**src/rtl/wtd_pkg.sv**
```systemverilog
package wtd_pkg;
   typedef enum logic [1:0] {MV_IDLE, MV_MOVE, MV_DONE} mv_state_t;

   localparam logic [1:0] SEL_CTRL  = 2'd0;
   localparam logic [1:0] SEL_START = 2'd1;
   localparam logic [1:0] SEL_EXT   = 2'd2;

   localparam int CB_REQ    = 0;
   localparam int CB_DIR    = 1;
   localparam int CB_W16    = 2;
   localparam int CB_TCIE   = 5;
   localparam int CB_DATA16 = 6;
   localparam int CB_INV    = 7;
endpackage

```
**src/rtl/wtd_xlate.sv**
```systemverilog
module wtd_xlate #(
   parameter int START_W    = 16,
   parameter int NIB_W      = 4,
   parameter bit WIDE_XLATE = 1'b1
) (
   input  logic [START_W-1:0]       start,
   input  logic [NIB_W-1:0]         nib,
   input  logic                     chan16,
   output logic [START_W+NIB_W-1:0] base
);
   localparam int AW = START_W + NIB_W;
   localparam logic [AW-1:0] ONE     = {{(AW-1){1'b0}}, 1'b1};
   localparam logic [AW-1:0] HI_MASK = {2'b11, {(AW-2){1'b0}}};
   localparam logic [AW-1:0] LO_MASK = ((ONE << (AW-3)) - ONE) & ~((ONE << NIB_W) - ONE);

   logic [AW-1:0] raw;
   assign raw = {start, nib};

   generate
      if (WIDE_XLATE) begin : g_wide
         logic [AW-1:0] remap;
         assign remap = (raw & HI_MASK) + ((raw & LO_MASK) << 1);
         assign base  = chan16 ? remap : raw;
      end else begin : g_flat
         logic unused_w;
         assign unused_w = chan16;
         assign base     = raw;
      end
   endgenerate
endmodule

```
**src/rtl/wtd_mover.sv**
```systemverilog
module wtd_mover
   import wtd_pkg::*;
#(
   parameter int AW    = 20,
   parameter int CNT_W = 16
) (
   input  logic             clk,
   input  logic             rst_n,
   input  logic             go,
   input  logic [CNT_W-1:0] count,
   input  logic             tc_in,
   input  logic             chan16,
   input  logic [AW-1:0]    base,
   input  logic             dir_dn,
   input  logic             inv_en,
   input  logic             data16,
   input  logic             up_valid,
   input  logic [7:0]       up_data,
   output logic             up_ready,
   output logic             dn_valid,
   output logic [7:0]       dn_data,
   input  logic             dn_ready,
   output logic [AW-1:0]    ram_addr,
   output logic             ram_we,
   output logic [7:0]       ram_wdata,
   input  logic [7:0]       ram_rdata,
   output logic             busy,
   output logic             done,
   output logic [CNT_W-1:0] done_count,
   output logic             done_tc
);
   localparam int TOT_W = CNT_W + 1;
   localparam logic [TOT_W-1:0] T_ONE = {{(TOT_W-1){1'b0}}, 1'b1};

   mv_state_t        st_q;
   logic [AW-1:0]    base_q;
   logic [TOT_W-1:0] tot_q, idx_q, tot_d;
   logic [CNT_W-1:0] cnt_q;
   logic             tc_q, wide_q, fire, flip;

   assign tot_d = chan16 ? {count, 1'b0} : {1'b0, count};

   assign up_ready = (st_q == MV_MOVE) && !dir_dn;
   assign dn_valid = (st_q == MV_MOVE) && dir_dn;
   assign fire     = dir_dn ? (dn_valid && dn_ready) : (up_valid && up_ready);

   assign flip      = inv_en && !dir_dn && ((wide_q && idx_q[0]) || !data16);
   assign ram_addr  = base_q + AW'(idx_q);
   assign ram_we    = up_valid && up_ready;
   assign ram_wdata = up_data ^ {flip, 7'b0};
   assign dn_data   = ram_rdata;

   assign busy       = (st_q != MV_IDLE);
   assign done       = (st_q == MV_DONE);
   assign done_count = cnt_q;
   assign done_tc    = tc_q;

   always_ff @(posedge clk) begin
      if (!rst_n) begin
         st_q   <= MV_IDLE;
         base_q <= '0;
         tot_q  <= '0;
         idx_q  <= '0;
         cnt_q  <= '0;
         tc_q   <= 1'b0;
         wide_q <= 1'b0;
      end else begin
         case (st_q)
            MV_IDLE: if (go) begin
               base_q <= base;
               tot_q  <= tot_d;
               idx_q  <= '0;
               cnt_q  <= count;
               tc_q   <= tc_in;
               wide_q <= chan16;
               st_q   <= (tot_d == '0) ? MV_DONE : MV_MOVE;
            end
            MV_MOVE: if (fire) begin
               idx_q <= idx_q + T_ONE;
               if (idx_q == tot_q - T_ONE) st_q <= MV_DONE;
            end
            default: st_q <= MV_IDLE;
         endcase
      end
   end
endmodule

```
**src/rtl/wtd_regs.sv**
```systemverilog
module wtd_regs
   import wtd_pkg::*;
#(
   parameter int START_W = 16,
   parameter int CNT_W   = 16
) (
   input  logic               clk,
   input  logic               rst_n,
   input  logic               host_wr,
   input  logic               host_rd,
   input  logic [1:0]         host_sel,
   input  logic [START_W-1:0] host_wdata,
   output logic [START_W-1:0] host_rdata,
   input  logic               chan16,
   input  logic               done,
   input  logic [CNT_W-1:0]   done_count,
   input  logic               done_tc,
   output logic [7:0]         ctrl_q,
   output logic [START_W-1:0] start_q,
   output logic [7:0]         ext_q,
   output logic               irq
);
   logic       pend_q;
   logic [7:0] ctrl_view;
   logic [3:0] nib_sum;

   assign nib_sum = ext_q[3:0] + done_count[3:0];
   assign irq     = pend_q;

   always_comb begin
      ctrl_view            = ctrl_q;
      ctrl_view[CB_W16]    = ctrl_q[CB_W16] | chan16;
      ctrl_view[CB_DATA16] = ctrl_q[CB_DATA16] | pend_q;
   end

   always_comb begin
      case (host_sel)
         SEL_CTRL:  host_rdata = START_W'(ctrl_view);
         SEL_START: host_rdata = start_q;
         SEL_EXT:   host_rdata = START_W'(ext_q);
         default:   host_rdata = '0;
      endcase
   end

   always_ff @(posedge clk) begin
      if (!rst_n) begin
         ctrl_q  <= '0;
         start_q <= '0;
         ext_q   <= '0;
         pend_q  <= 1'b0;
      end else begin
         if (host_wr) begin
            case (host_sel)
               SEL_CTRL:  ctrl_q <= host_wdata[7:0];
               SEL_START: begin
                  start_q <= host_wdata;
                  ext_q   <= {4'h0, ext_q[3:0]};
               end
               SEL_EXT:   ext_q <= host_wdata[7:0];
               default:   ;
            endcase
         end
         if (host_rd && host_sel == SEL_CTRL) begin
            ctrl_q[CB_W16]    <= 1'b0;
            ctrl_q[CB_DATA16] <= 1'b0;
            pend_q            <= 1'b0;
         end
         if (done) begin
            start_q <= start_q + START_W'(done_count >> 4);
            ext_q   <= {4'h0, nib_sum};
            if (done_tc) begin
               ctrl_q[CB_REQ] <= 1'b0;
               if (ctrl_q[CB_TCIE]) pend_q <= 1'b1;
            end
         end
      end
   end
endmodule

```
**src/rtl/wtram_dma.sv**
```systemverilog
module wtram_dma
   import wtd_pkg::*;
#(
   parameter int START_W    = 16,
   parameter int CNT_W      = 16,
   parameter bit WIDE_XLATE = 1'b1
) (
   input  logic                 clk,
   input  logic                 rst_n,
   input  logic                 chan16,
   input  logic                 host_wr,
   input  logic                 host_rd,
   input  logic [1:0]           host_sel,
   input  logic [START_W-1:0]   host_wdata,
   output logic [START_W-1:0]   host_rdata,
   output logic                 dma_req,
   input  logic                 dma_go,
   input  logic [CNT_W-1:0]     dma_count,
   input  logic                 dma_tc,
   output logic                 busy,
   input  logic                 up_valid,
   input  logic [7:0]           up_data,
   output logic                 up_ready,
   output logic                 dn_valid,
   output logic [7:0]           dn_data,
   input  logic                 dn_ready,
   output logic [START_W+3:0]   ram_addr,
   output logic                 ram_we,
   output logic [7:0]           ram_wdata,
   input  logic [7:0]           ram_rdata,
   output logic                 irq
);
   localparam int NIB_W = 4;
   localparam int AW    = START_W + NIB_W;

   if (START_W < 8) begin : g_bad_start
      $error("wtram_dma: START_W must be at least 8");
   end
   if (CNT_W < 4) begin : g_bad_cnt
      $error("wtram_dma: CNT_W must be at least 4");
   end

   logic [7:0]         ctrl_q, ext_q;
   logic [START_W-1:0] start_q;
   logic [AW-1:0]      base;
   logic               done, done_tc;
   logic [CNT_W-1:0]   done_count;

   assign dma_req = ctrl_q[CB_REQ];

   wtd_regs #(.START_W(START_W), .CNT_W(CNT_W)) u_regs (
      .clk(clk), .rst_n(rst_n),
      .host_wr(host_wr), .host_rd(host_rd), .host_sel(host_sel),
      .host_wdata(host_wdata), .host_rdata(host_rdata),
      .chan16(chan16), .done(done), .done_count(done_count), .done_tc(done_tc),
      .ctrl_q(ctrl_q), .start_q(start_q), .ext_q(ext_q), .irq(irq)
   );

   wtd_xlate #(.START_W(START_W), .NIB_W(NIB_W), .WIDE_XLATE(WIDE_XLATE)) u_xlate (
      .start(start_q), .nib(ext_q[3:0]), .chan16(chan16), .base(base)
   );

   wtd_mover #(.AW(AW), .CNT_W(CNT_W)) u_mover (
      .clk(clk), .rst_n(rst_n),
      .go(dma_go), .count(dma_count), .tc_in(dma_tc), .chan16(chan16), .base(base),
      .dir_dn(ctrl_q[CB_DIR]), .inv_en(ctrl_q[CB_INV]), .data16(ctrl_q[CB_DATA16]),
      .up_valid(up_valid), .up_data(up_data), .up_ready(up_ready),
      .dn_valid(dn_valid), .dn_data(dn_data), .dn_ready(dn_ready),
      .ram_addr(ram_addr), .ram_we(ram_we), .ram_wdata(ram_wdata), .ram_rdata(ram_rdata),
      .busy(busy), .done(done), .done_count(done_count), .done_tc(done_tc)
   );
endmodule

```
**config.mk**
```make
export PLATFORM = sky130hd
export DESIGN_NAME = wtram_dma
export DESIGN_NICKNAME = d
export VERILOG_FILES = /design/src/rtl/wtd_pkg.sv /design/src/rtl/wtd_xlate.sv /design/src/rtl/wtd_mover.sv /design/src/rtl/wtd_regs.sv /design/src/rtl/wtram_dma.sv
export SDC_FILE = /design/constraint.sdc
export NUM_CORES = 1
export LEC_CHECK = 0
export BUFFER_PORTS_ARGS = -buffer_cell sky130_fd_sc_hd__buf_2
export CAP_MARGIN = 40
export CORE_MARGIN = 10
export CORE_UTILIZATION = 62
export DETAILED_ROUTE_END_ITERATION = 10
export MAX_ROUTING_LAYER = met4
export PLACE_DENSITY = 0.87
export SYNTH_ARGS = -nofsm -noshare
export SYNTH_HDL_FRONTEND = slang
export SYNTH_SLANG_ARGS = --single-unit
```
**constraint.sdc**
```tcl
create_clock -name clk -period 3.64 [get_ports clk]
set_clock_uncertainty 0.2 [all_clocks]
set_input_delay 0.182 -clock clk [delete_from_list [all_inputs] [get_ports clk]]
set_output_delay 0.182 -clock clk [all_outputs]
set_load 0.005 [all_outputs]
```
==> results.md, run 1 <==
Drt:
- Before antenna repair, the detailed router went through 6 iterations.
- The number of DRC violations after detailed routing is 0.
- The average via count per standard cell is 6.25.
- Once detail routing completed, the nets flagged for antenna violations numbered 0.
- The detailed router finished its first iteration with 652 violations.
- The sum of routed wire length over all layers is 20,000 µm.
- The final routed wire length divided by cell count is 18.1 µm.
- Detailed routing inserted a total of 6,933 vias.

CTS:
- The TritonCTS clock tree is yes.
- After clock tree synthesis, the clock-pin slew on the worst setup and hold paths is 0.07 ns.
- The number of H-tree levels is 3.
- The root buffer cell chosen for the clock tree is sky130_fd_sc_hd__clkbuf_16.
- The number of buffers added for setup after CTS is 0.
- The CTS sink count is between 100 and 150.
- The number of buffers on the longest clock path is 2.
- The number of CTS-inserted buffers is 9.
- Gates resized during post-CTS repair numbered 0.
- For the worst-skew pair, the clock arrives at the later sink with an insertion delay of about 0.36 ns.

Setup path:
- The startpoint of the worst register-to-register path is u_regs.start_q[0].
- The endpoint of the worst register-to-register path is u_regs.start_q[14].
- The cell occurring most often along the worst timing path is sky130_fd_sc_hd__nor2b_1.
- The kind of critical path is reg2out.
- STA classifies the critical path endpoint as an output port.
- The buffer and inverter count on the worst path is 3.
- The critical path starts at u_mover.idx_q[0].
- The largest individual stage delay along the critical path comes from the cell sky130_fd_sc_hd__o41ai_1.
- The signal on the critical path passes through ha_1 -> inv_1 -> fa_1 -> nor2b_1 -> o21ai_1 -> a21boi_1 -> o41ai_1 -> buf_1 -> a21oi_1 -> nor2b_1 -> xnor2_1 -> buf_2.
- For flop-to-flop paths, the worst setup slack is approximately 0.68 ns.
- The critical path data arrival time is 2.98 ns.
- The number of cells on the worst reg-to-reg path is 10.
- Along the worst path, the maximum fanout reaches 7.
- STA puts the critical path data required time at 3.26 ns.
- The highest cell delay on the worst timing path is 0.61 ns.
- The worst setup path is launched from a flip-flop.
- The critical path's top delay family is compound AO/OA/AOI/OAI gates.
- The critical path ends at ram_addr[12].
- The number of gates on the worst path with buffers counted is 12.

Logic synthesis:
- Yosys mapped the design onto 70 distinct sky130hd cell types.
- Each instance of the synthesized netlist takes up on average 7.89 µm².
- After technology mapping, the gate count stands at 892.
- The count of flip-flops with a built-in enable after synthesis is 0.
- In this run the cell area of the synthesized design comes to 0.00704 mm².
- The number of storage elements in the synthesis netlist is between 100 and 150.
- The top cell type's share of synthesized area is 0.304.
- The commonest cells after synthesis are sky130_fd_sc_hd__nand2_1, sky130_fd_sc_hd__dfxtp_1, sky130_fd_sc_hd__nor2_1, sky130_fd_sc_hd__a21oi_1, sky130_fd_sc_hd__clkbuf_1.
- The cell type with the highest aggregate area in the netlist is sky130_fd_sc_hd__dfxtp_1.
- In the post-synthesis netlist, the biggest area contributors are sky130_fd_sc_hd__dfxtp_1, sky130_fd_sc_hd__ha_1, sky130_fd_sc_hd__a21oi_1, sky130_fd_sc_hd__nand2_1, sky130_fd_sc_hd__nor2_1.
- The most frequently used cell type in the post-synthesis netlist is sky130_fd_sc_hd__nand2_1.
- The share of the Yosys chip area taken by registers is 0.304.
- The proportion of synthesized flip-flops having asynchronous set or reset is 0.
- The net count of the mapped netlist is roughly 1,000.
- The most used flip-flop cell after synthesis is sky130_fd_sc_hd__dfxtp_1.
- Yosys printed 0 warnings.

Layout:
- The area growth from synthesis to final layout is 14.0%.
- In the final layout, the share of cells above drive strength 1 is 0.138.
- Counting the fill cells in the layout gives between 700 and 800.
- The final standard cell count with taps included and fillers excluded is 1,109.
- The final layout contains 1,062 nets.

Power:
- The power density relative to cell area is 345 mW/mm².
- Of the total power, the share spent switching nets is 0.292.
- The leakage power total is 3.42 nW.
- VDD sags by at most 270 µV.
- The cell-internal power is 0.00196 W.
- The share of power burned in combinational logic is 0.172.
- The switching power summed over all nets is 0.000806 W.
- The clock network fraction of design power is 0.366.
- Of the total power, registers draw 0.462.

Place:
- The placed cell count is 1,061.
- Port buffering added 86 buffers.
- The weighted congestion reported at the end of routability-driven placement is 0.941.
- The post-DP HPWL is 14,000 µm.

Timing:
- The normalized max-slew margin is 0.439.
- Setup repair after global routing left no endpoint under its margin.
- The count of pins over their slew limit was 0.
- The time the worst path needs with I/O delays and setup is 3.36 ns.
- Of the available clock period, the critical path in the final layout requires 0.923.
- The setup TNS after final layout is 0 ns.
- The number of hold violations in the final report came to 0.
- For the pin with the worst max-slew slack, the measured transition is 0.840 ns.
- The smallest hold slack is 0.00649 ns.
- Derived from the worst setup path, the maximum achievable clock frequency is 298 MHz.
- Setup violations remaining at the end of the flow were counted as 0.

Floorplanning:
- Measured along the x axis, the die boundary spans 127 µm.
- The initial utilization of the core area, before any placement, comes to 0.641.
- The top-level I/O count is between 100 and 150.
- The core region is 0.0110 mm².
- The placement row count is 38.
- The die is ~130 µm tall.
- The overall die area is 0.0160 mm².

Global route:
- The number of global-route vias before repair is between 6k and 7k.
- For this run the aggregate overflow at the end of global routing stands at 0.
- The global-route wire length before repair is 32,500 µm.
- Entering global routing, the biggest net connects 60 pins.
- Across every metal layer, demand over resource in global routing totals 0.247.
- The initial antenna violation count is 2.

Run:
- The number of violations of the max-capacitance limit is 0.

Hold path:
- The worst hold-check path type is in2reg.
- The startpoint of the most critical hold path is host_wdata[15].

Status:
- The flow ran to the end, and the final reports show no timing, DRC or antenna violations.
-- timing repair --
item,in CTS,in global routing
hold endpoints to repair,37,0
hold buffers,30,0
endpoints found under the setup margin,0,0
-- worst min path at each step --
stage,end,cells after the start
6_report,u_regs.start_q[15],4
4_1_cts,u_regs.start_q[15],4
3_5_place_dp,dn_data[0],0
3_3_place_gp,dn_data[0],0
5_1_grt,u_regs.start_q[15],4
2_1_floorplan,u_mover.done_count[0],2
-- tightest hold or removal path, stage by stage --
cell,delay (ns)
sky130_fd_sc_hd__buf_2,0.07
sky130_fd_sc_hd__nand2_1,0.04
sky130_fd_sc_hd__a21oi_1,0.13
sky130_fd_sc_hd__a211o_1,0.11
-- cell type report --
type / instances / area [µm²] / share of cell area
Clock buffer: 9 / 225 / 0.0281
Timing Repair Buffer: 124 / 800 / 0.0996
Tap cell: 140 / 175 / 0.0218
Inverter: 29 / 109 / 0.0136
Sequential cell: 107 / 2140 / 0.267
Clock inverter: 7 / 77.6 / 0.00967
Multi-Input combinational cell: 691 / 4490 / 0.560
Antenna cell: 2 / 5.00 / 0.000624
-- logic make-up after synthesis --
kind of cell	share of synthesized area
simple gates	0.228
compound gates	0.202
flops	0.304
buf+inv	0.0581
xor+xnor	0.0759
fa+ha+maj	0.0761
mux	0.0549
-- per-layer routing --
metal	up-vias	track usage	part of all wire
li1	3325	-	-
met1	3183	0.295	0.42
met2	355	0.394	0.47
met3	70	0.0371	0.070
met4	0	0.131	0.040
met5	-	-	0
-- cells in the final DEF (no fill, tap or decap), types with 6 or more instances in the layout --
cell type                       synthesis  routed
sky130_fd_sc_hd__nor2_1                93      93
sky130_fd_sc_hd__nor3_1                11      11
sky130_fd_sc_hd__nor4_1                 9       9
sky130_fd_sc_hd__or3_1                  7       7
sky130_fd_sc_hd__nand2b_1               6       6
sky130_fd_sc_hd__a222oi_1               6       6
sky130_fd_sc_hd__a21o_1                12      12
sky130_fd_sc_hd__clkbuf_16              0       9
sky130_fd_sc_hd__nand3b_1               6       6
sky130_fd_sc_hd__nand2_1              108     108
sky130_fd_sc_hd__nand4_1               14      14
sky130_fd_sc_hd__buf_4                 15       6
sky130_fd_sc_hd__a211oi_1              36      36
sky130_fd_sc_hd__o21ai_0               23      23
sky130_fd_sc_hd__and2_1                13      12
sky130_fd_sc_hd__mux2i_1               33      33
sky130_fd_sc_hd__a21oi_1               84      84
sky130_fd_sc_hd__nor2b_1                7       6
sky130_fd_sc_hd__buf_2                  0      86
sky130_fd_sc_hd__ha_1                  38      38
sky130_fd_sc_hd__dfxtp_1              107     107
sky130_fd_sc_hd__inv_1                 28      28
sky130_fd_sc_hd__xor2_1                28      28
sky130_fd_sc_hd__nand3_1               31      31
sky130_fd_sc_hd__dlygate4sd3_1          0      30
sky130_fd_sc_hd__xnor2_1               33      33
sky130_fd_sc_hd__and3_1                 6       6
-- stage by stage --
step / cell area, µm² / util / power, W / setup WS, ns
finish: 8020 / 0.731 / 0.00277 / 0.281
global route: 8020 / 0.731 / 0.00286 / 0.0734
CTS: 8020 / 0.730 / 0.00274 / 0.305
detailed placement: 7420 / 0.675 / 0.00174 / 0.698
global placement: 7390 / 0.673 / 0.00172 / 0.453
floorplan: 7040 / - / 0.00161 / 1.15
-- flip-flops by register name (all words and copies together) (netlist names) --
| name | count |
|---|---|
| u_mover.base_q | 20 |
| u_mover.done_count | 16 |
| u_mover.done_tc | 1 |
| u_mover.idx_q | 17 |
| u_mover.st_q | 2 |
| u_mover.tot_q | 17 |
| u_mover.wide_q | 1 |
| u_regs.ctrl_q | 8 |
| u_regs.ext_q | 8 |
| u_regs.irq | 1 |
| u_regs.start_q | 16 |
-- power by group through the flow --
stage	logic, W	registers [W]	clock network [W]
2_1_floorplan	0.000333	0.00128	0
3_5_place_dp	0.000434	0.00130	0
4_1_cts	0.000462	0.00128	0.00100
6_report	0.000474	0.00128	0.00101
3_3_place_gp	0.000424	0.00130	0
5_1_grt	0.000519	0.00128	0.00106
Power figures use the tool's default switching activity.
==> run 2, diff against run 1 <==
--- a/config.mk
+++ b/config.mk
@@ -8,10 +8,10 @@
 export BUFFER_PORTS_ARGS = -buffer_cell sky130_fd_sc_hd__buf_2
 export CAP_MARGIN = 40
 export CORE_MARGIN = 10
-export CORE_UTILIZATION = 62
+export CORE_UTILIZATION = 57
 export DETAILED_ROUTE_END_ITERATION = 10
 export MAX_ROUTING_LAYER = met4
-export PLACE_DENSITY = 0.87
+export PLACE_DENSITY = 0.81
 export SYNTH_ARGS = -nofsm -noshare
 export SYNTH_HDL_FRONTEND = slang
 export SYNTH_SLANG_ARGS = --single-unit
==> constraint.sdc (replaced) <==
create_clock -name clk -period 3.75 [get_ports clk]
set_clock_uncertainty 0.2 [all_clocks]
set_input_delay 0.1875 -clock clk [delete_from_list [all_inputs] [get_ports clk]]
set_output_delay 0.1875 -clock clk [all_outputs]
set_load 0.005 [all_outputs]
==> results.md, run 2 (same netlist as run 1, synthesis figures left out) <==
Timing:
- The count of pins over their slew limit is 0.
- The highest attainable clock frequency is 298 MHz.
- The number of hold violations in the final report is 0.
- The clock period could shrink to 3.35 ns.
- The worst pin sits at a relative slew slack of 0.454.
- Setup repair after global routing left no endpoint under its margin.
- The transition time at the pin with the least slew margin is 0.817 ns.
- Setup violations remaining at the end of the flow were counted as 0.
- The setup TNS after final layout is 0 ns.
- The final period utilization is 0.893.

Place:
- The count of buffers added on input and output ports is 86.
- At the end of routability-driven placement, the weighted congestion stood at 0.908.
- After legalization and detailed placement, the total HPWL measured 14,000 µm.
- The area of placed instances is 0.00747 mm².

Layout:
- The largest registers in the layout are u_mover.base_q (20), u_mover.idx_q (17), u_mover.tot_q (17).
- Leaving out fill and tap cells, the most frequent cells in the layout are sky130_fd_sc_hd__nand2_1, sky130_fd_sc_hd__dfxtp_1, sky130_fd_sc_hd__nor2_1.
- The share of post-route cells with drive strength above 1 is 0.140.
- The area growth from synthesis to final layout is 14.8%.
- The number of flip-flops under the largest register name is 20.
- The register with the most flip-flops in the final layout is u_mover.base_q.
- In the final layout, the multi-input gates occupy 0.00449 mm².
- In the final layout, flip-flops and latches occupy 0.00214 mm².
- The final net count is 1,065.
- The number of fill cells in the layout is about 1.0k.
- The number of antenna diodes in the final layout is 0.
- Leaving out fill and tap cells, the most frequent cell in the layout is sky130_fd_sc_hd__nand2_1.
- The final design instance area without fill is approximately 0.0081 mm².

CTS:
- The number of H-tree levels is 3.
- Clock tree synthesis found a total of ~110 sinks.
- The root buffer cell chosen for the clock tree is sky130_fd_sc_hd__clkbuf_16.
- The clock network latency to the later pin of the worst-skew pair is 0.36 ns.
- TritonCTS created 9 clock buffers.
- TritonCTS built the clock tree.
- The clock input transition at the sequential cells of the worst setup and hold paths is around 0.070 ns.
- Once the clock tree was built, the resizer swapped 0 gates to a different size.
- The number of buffers on the longest clock path is 2.

Floorplanning:
- The y dimension of the die is 131 µm.
- During I/O placement, the number of pins put on the boundary was 117.
- The area of the core region is 0.0121 mm².
- For this configuration, the core starts out at a cell density of 0.584.
- The overall die area is 0.0172 mm².
- The die span in x is 131 µm.
- The placement row count is 40.

Global route:
- The initial antenna violation count is 0.
- The global-route wire length before repair is 31,400 µm.
- The final global-route overflow total is 0.
- The number of global-route vias before repair came to 6,473.
- The largest net degree at the start of global routing is between 40 and 50.
- Across every metal layer, demand over resource in global routing totals 0.220.

Setup path:
- The maximum fanout along the worst path is 7.
- The kind of critical path is reg2out.
- The flop-to-flop setup slack is 0.93 ns.
- The type of element launching the critical path is a flip-flop.
- Data on the critical path arrives at its endpoint at 2.96 ns.
- The cell depth of the worst flop-to-flop path is 10.
- The element type at the critical path end is an output port.
- In this run the critical register-to-register path is launched from u_regs.start_q[0].
- Data on the critical path is required at its endpoint by 3.36 ns.
- The endpoint of the worst register-to-register path is u_regs.start_q[12].
- The critical path starts at u_mover.idx_q[0].

Drt:
- The sum of routed wire length over all layers is 19,200 µm.
- In the routed layout, each cell is associated on average with a via count of roughly 5.9.
- The detailed router's first-iteration violation count is just over 600.
- In the final routed layout, each cell accounts on average for 16.9 µm.
- The number of DRC violations after detailed routing is 0.
- The count of antenna-violating nets left after detailed routing is 0.
- The vias after detailed routing is slightly below 7k.
- The first detailed-routing pass ran for 5 iterations.

Power:
- The worst-case IR drop observed on VDD is 206 µV.
- Dividing total power by cell area gives a power density of 330 mW/mm².
- The analysis attributes to cell leakage a power of 3.43 nW.
- The switching fraction of total power is 0.287.
- The analysis attributes to net switching a power of 0.000766 W.
- Of the total power, combinational logic draws 0.171.
- The share of total power dissipated in sequential elements is 0.464.
- The cell-internal power is 0.00190 W.
- Of the total power, the clock network draws 0.365.

Hold path:
- The hold path endpoint is u_regs.start_q[11].
- The startpoint of the most critical hold path is host_wdata[11].
- The tightest min-delay check is of the in2reg type.
- The hold-critical path depth is 4.

Run:
- The number of violations of the max-capacitance limit is 0.

Status:
- The flow ran to the end, and the final reports show no timing, DRC or antenna violations.
==> run 2: power by group through the flow <==
stage	Clock, W	Combinational (W)	Sequential, W
final	0.000972	0.000456	0.00124
after global placement	0	0.000414	0.00126
after CTS	0.000974	0.000450	0.00124
after detailed placement	0	0.000424	0.00126
after global routing	0.00102	0.000503	0.00124
after floorplan	0	0.000323	0.00124
==> run 2: worst max path at each step <==
stage | to | slack [ns] | cells after the start
floorplan | u_regs.start_q[12] | 1.26 | 10
global placement | ram_addr[18] | 0.56 | 11
detailed placement | ram_addr[18] | 0.80 | 12
CTS | ram_addr[18] | 0.40 | 12
global route | ram_addr[18] | 0.17 | 12
finish | ram_addr[18] | 0.40 | 12
==> run 2: final cells by class <==
class	instances	area share
multi-input combinational	691	0.556
sequential	107	0.265
timing repair buffer	127	0.102
clock buffer	9	0.0279
tap	168	0.0260
inverter	29	0.0135
clock inverter	7	0.00945
==> run 2: timing repair <==
action                                 4_1_cts  5_1_grt
hold buffers                                31        0
buffers inserted                             0        0
endpoints found under the hold margin       37        0
==> run 2: worst max-delay path, cell delays in order (launching register included) <==
cell and delay (ns):
sky130_fd_sc_hd__dfxtp_1 0.48, sky130_fd_sc_hd__ha_1 0.21, sky130_fd_sc_hd__inv_1 0.05, sky130_fd_sc_hd__fa_1 0.41
sky130_fd_sc_hd__nor2b_1 0.13, sky130_fd_sc_hd__o21ai_1 0.08, sky130_fd_sc_hd__a21boi_1 0.28, sky130_fd_sc_hd__o41ai_1 0.13
sky130_fd_sc_hd__buf_2 0.17, sky130_fd_sc_hd__a311oi_1 0.28, sky130_fd_sc_hd__o21ai_1 0.10, sky130_fd_sc_hd__xnor2_1 0.14
sky130_fd_sc_hd__buf_2 0.13
==> run 2: layer usage <==
| layer | share of wire | vias to the layer above | GRT usage | wire length (µm) |
|---|---|---|---|---|
| li1 | - | 3326 | - | - |
| met1 | 0.44 | 3119 | 0.270 | 8520 |
| met2 | 0.47 | 236 | 0.347 | 8940 |
| met3 | 0.057 | 46 | 0.0328 | 1100 |
| met4 | 0.033 | 0 | 0.106 | 633 |
| met5 | 0 | - | - | 0 |
==> run 2: stage by stage <==
stage,power [W],utilization,instances,hold WS [ns],setup WS (ns)
global placement,0.00168,0.617,1089,0.175,0.556
CTS,0.00266,0.670,1138,0.0328,0.402
floorplan,0.00157,-,892,0.123,1.26
finish,0.00267,0.670,1138,0.0319,0.400
global route,0.00277,0.670,1138,0.0603,0.174
detailed placement,0.00169,0.619,1091,0.175,0.796
==> run 3, diff against run 2 <==
--- a/config.mk
+++ b/config.mk
@@ -7,8 +7,10 @@
 export LEC_CHECK = 0
 export BUFFER_PORTS_ARGS = -buffer_cell sky130_fd_sc_hd__buf_2
 export CAP_MARGIN = 40
+export CELL_PAD_IN_SITES_DETAIL_PLACEMENT = 0
+export CELL_PAD_IN_SITES_GLOBAL_PLACEMENT = 1
 export CORE_MARGIN = 10
-export CORE_UTILIZATION = 57
+export CORE_UTILIZATION = 42
 export DETAILED_ROUTE_END_ITERATION = 10
 export MAX_ROUTING_LAYER = met4
 export PLACE_DENSITY = 0.81
==> results.md, run 3 (same netlist as run 1, synthesis figures left out) <==
Status:
- The run finished with clean final reports.

Drt:
- After detailed routing, the wire length on met1 is 9420 µm.
- The wire length on met2 is 9180 µm.
- The vias after detailed routing is 6,483.
- The routed design has 19,600 µm of wire.
- Before antenna repair, the detailed router went through 5 iterations.
- The highest layer touched by signal routing is met4.
- The average via count per standard cell is 5.45.
- The detailed router's first-iteration violation count is 416.
- The number of DRC violations after detailed routing is 0.
- The met3 routed wirelength is roughly 680 µm.
- The count of antenna-violating nets left after detailed routing is 0.
- Dividing the detail-routed wire length by the instance count gives between 15 and 20 µm.

Place:
- The area of placed instances is 0.00755 mm².
- During placement, the flow inserted port buffers numbering 86.
- Once detailed placement completed, the half-perimeter wirelength came to 14,800 µm.
- The weighted congestion reported at the end of routability-driven placement is 0.879.

Layout:
- Summing all non-filler instances in the final layout gives an area of 0.00815 mm².
- The net count of the finished layout is between 1k and 1.5k.
- The number of diodes added for antenna fixing is 0.
- u_mover.base_q holds more flip-flops than any other register.
- The number of fill cells in the layout is 1,671.
- Compared with the post-synthesis result, the final layout area differs by 15.8%.
- In the layout the commonest cells are sky130_fd_sc_hd__nand2_1, sky130_fd_sc_hd__dfxtp_1, sky130_fd_sc_hd__nor2_1.
- The share of post-route cells with drive strength above 1 is 0.140.
- The largest registers in the layout are u_mover.base_q (20), u_mover.idx_q (17), u_mover.tot_q (17).
- The register with the most flip-flops in the layout has 20 of them.
- Leaving out fill and tap cells, the most frequent cell in the layout is sky130_fd_sc_hd__nand2_1.
- At the end of the flow the core is filled with cells to 0.493.

CTS:
- The clock root buffer master is sky130_fd_sc_hd__clkbuf_16.
- TritonCTS built the clock tree.
- The total of hold buffers inserted after clock tree synthesis is 31.
- CTS saw roughly 110 sinks.
- The clock network latency to the later pin of the worst-skew pair is 0.35 ns.
- The number of CTS-inserted buffers is 9.
- The number of H-tree levels is 3.
- The quantity of gates resized following cts is 0.
- The clock input transition at the sequential cells of the worst setup and hold paths is approximately 0.070 ns.
- The number of buffers added for setup after CTS is 0.
- The clock passes through at most 2 buffers.

Timing:
- The routed design could run at a clock period as short as 3.41 ns.
- In the finished design, the share of the clock period the worst path needs comes to 0.909.
- The transition time at the pin with the least slew margin is slightly below 0.8 ns.
- Setup repair after global routing left no endpoint under its margin.
- The count of pins over their slew limit was 0.
- Setup violations remaining at the end of the flow were counted as 0.
- The worst pin sits at a relative slew slack of 0.485.
- Summed over all failing endpoints, the final setup total negative slack is 0 ns.
- Based on the critical path, the design can be clocked at up to between 200 and 300 MHz.
- The number of hold violations in the final report is 0.

Floorplanning:
- The starting density of the core is 0.426.
- The die span in x is 149 µm.
- The region available for standard cell placement spans about 0.017 mm².
- The top-level I/O count is roughly 120.
- The overall die area is 0.0223 mm².
- After floorplanning, the core was divided into between 40 and 50 placement rows.
- From bottom edge to top edge, the die measures 149 µm.

Power:
- Of the total power, registers draw 0.472.
- In this run the power density over the cells is 322 mW/mm².
- Of the total power, the share spent switching nets is 0.287.
- VDD sags by at most 228 µV.
- The cell-internal power is approximately 0.0019 W.
- The leakage power total is between 3 and 4 nW.
- The analysis attributes to net switching a power of approximately 0.00075 W.
- The share of total power dissipated in combinational logic is 0.174.
- The clock network fraction of design power is 0.354.

Global route:
- Entering global routing, the biggest net connects 49 pins.
- The number of global-route vias before repair is between 6k and 7k.
- The global-route wire length before repair is 32,200 µm.
- The final global-route overflow total is 0.
- The initial antenna violation count was 0.
- The global routing usage summed across all routing layers is 0.180.

Setup path:
- Along the worst path, the maximum fanout reaches 7.
- The critical path goes through ha_1 -> inv_1 -> fa_1 -> nor2b_1 -> o21ai_1 -> a21boi_1 -> o41ai_1 -> clkdlybuf4s15_2 -> a311oi_1 -> o21ai_1 -> xnor2_1 -> buf_2.
- At the worst endpoint, the required time is around 3.4 ns.
- In this run the register-to-register setup slack is 0.88 ns.
- The worst register-to-register path has a depth of 7.
- Data arrives at the worst endpoint at 3.02 ns.
- The kind of critical path is reg2out.
- The cell occurring most often along the worst timing path is sky130_fd_sc_hd__o21ai_1.
- In this design, the stage delay of the slowest critical-path cell is 0.45 ns.
- The type of element launching the critical path is a flip-flop.
- STA classifies the critical path endpoint as an output port.
- The startpoint of the worst register-to-register path is u_mover.tot_q[2].
- The endpoint identified for the worst register-to-register timing path is u_mover.st_q[0].
- On the critical path, the stage with the largest delay is an instance of sky130_fd_sc_hd__dfxtp_1.

Run:
- Across the run, the number of max-cap violations was 0.

Hold path:
- The hold-critical path depth is 4.
- The hold path endpoint is u_regs.start_q[11].
- The worst hold-check path type is in2reg.
- In this run the most critical hold path is launched from host_wdata[11].
## run 3: changes by cell type in the layout (fill, tap and decap cells not counted), sizes merged
| cell | before | now |
|---|---|---|
| clkbuf | 9 | 11 |
| clkdlybuf4s15 | 0 | 1 |
| bufinv | 1 | 0 |
| buf | 96 | 95 |
| inv | 30 | 29 |
## run 3: critical path: cells and delay by family (launching register included)
kind / cells / cell delay (ns)
flip-flops: 1 / 0.45
XOR/XNOR: 1 / 0.13
AO/OA/AOI/OAI: 5 / 0.87
adder cells (fa/ha/maj): 2 / 0.63
buffers and inverters: 3 / 0.46
AND/OR/NAND/NOR: 1 / 0.13
## run 3: routing by layer
layer,global-route usage,vias to the layer above
met5,-,-
met3,0.0226,23
li1,-,3326
met4,0.0574,0
met1,0.234,2993
met2,0.283,141
## run 3: layout make-up
type                       count  area (µm²)  share of cell area
clock buffer                  11         253              0.0310
clock inverter                 5        37.5             0.00460
inverter                      29         109              0.0134
multi-input combinational    691        4490               0.551
sequential                   107        2140               0.263
tap                          220         275              0.0338
timing repair buffer         127         845               0.104
## run 3: how the worst max path moves through the flow
stage | from | endpoint | slack (ns) | depth (start not counted)
after floorplan | u_regs.start_q[0] | u_regs.start_q[12] | 1.26 | 10
after global placement | u_mover.idx_q[0] | ram_addr[18] | 0.44 | 11
after detailed placement | u_mover.idx_q[0] | ram_addr[18] | 0.71 | 12
after CTS | u_mover.idx_q[0] | ram_addr[18] | 0.29 | 12
after global routing | u_mover.idx_q[0] | ram_addr[18] | 0.1 | 12
final | u_mover.idx_q[0] | ram_addr[18] | 0.34 | 12
## run 3: per-stage QoR
| stage | worst slack [ns] | hold slack [ns] | std cells | power (W) |
|---|---|---|---|---|
| final | 0.341 | 0.0416 | 1190 | 0.00262 |
| after global routing | 0.0953 | 0.0762 | 1190 | 0.00275 |
| after CTS | 0.289 | 0.0288 | 1190 | 0.00264 |
| after detailed placement | 0.705 | 0.175 | 1143 | 0.00170 |
| after global placement | 0.438 | 0.175 | 1140 | 0.00169 |
| after floorplan | 1.26 | 0.123 | 892 | 0.00157 |
## run 3: power by group through the flow
| stage | sequential, W | combinational (W) | clock [W] |
|---|---|---|---|
| after floorplan | 0.00124 | 0.000323 | 0 |
| after global placement | 0.00126 | 0.000428 | 0 |
| after detailed placement | 0.00127 | 0.000432 | 0 |
| after CTS | 0.00124 | 0.000458 | 0.000949 |
| after global routing | 0.00125 | 0.000512 | 0.000991 |
| final | 0.00124 | 0.000457 | 0.000928 |
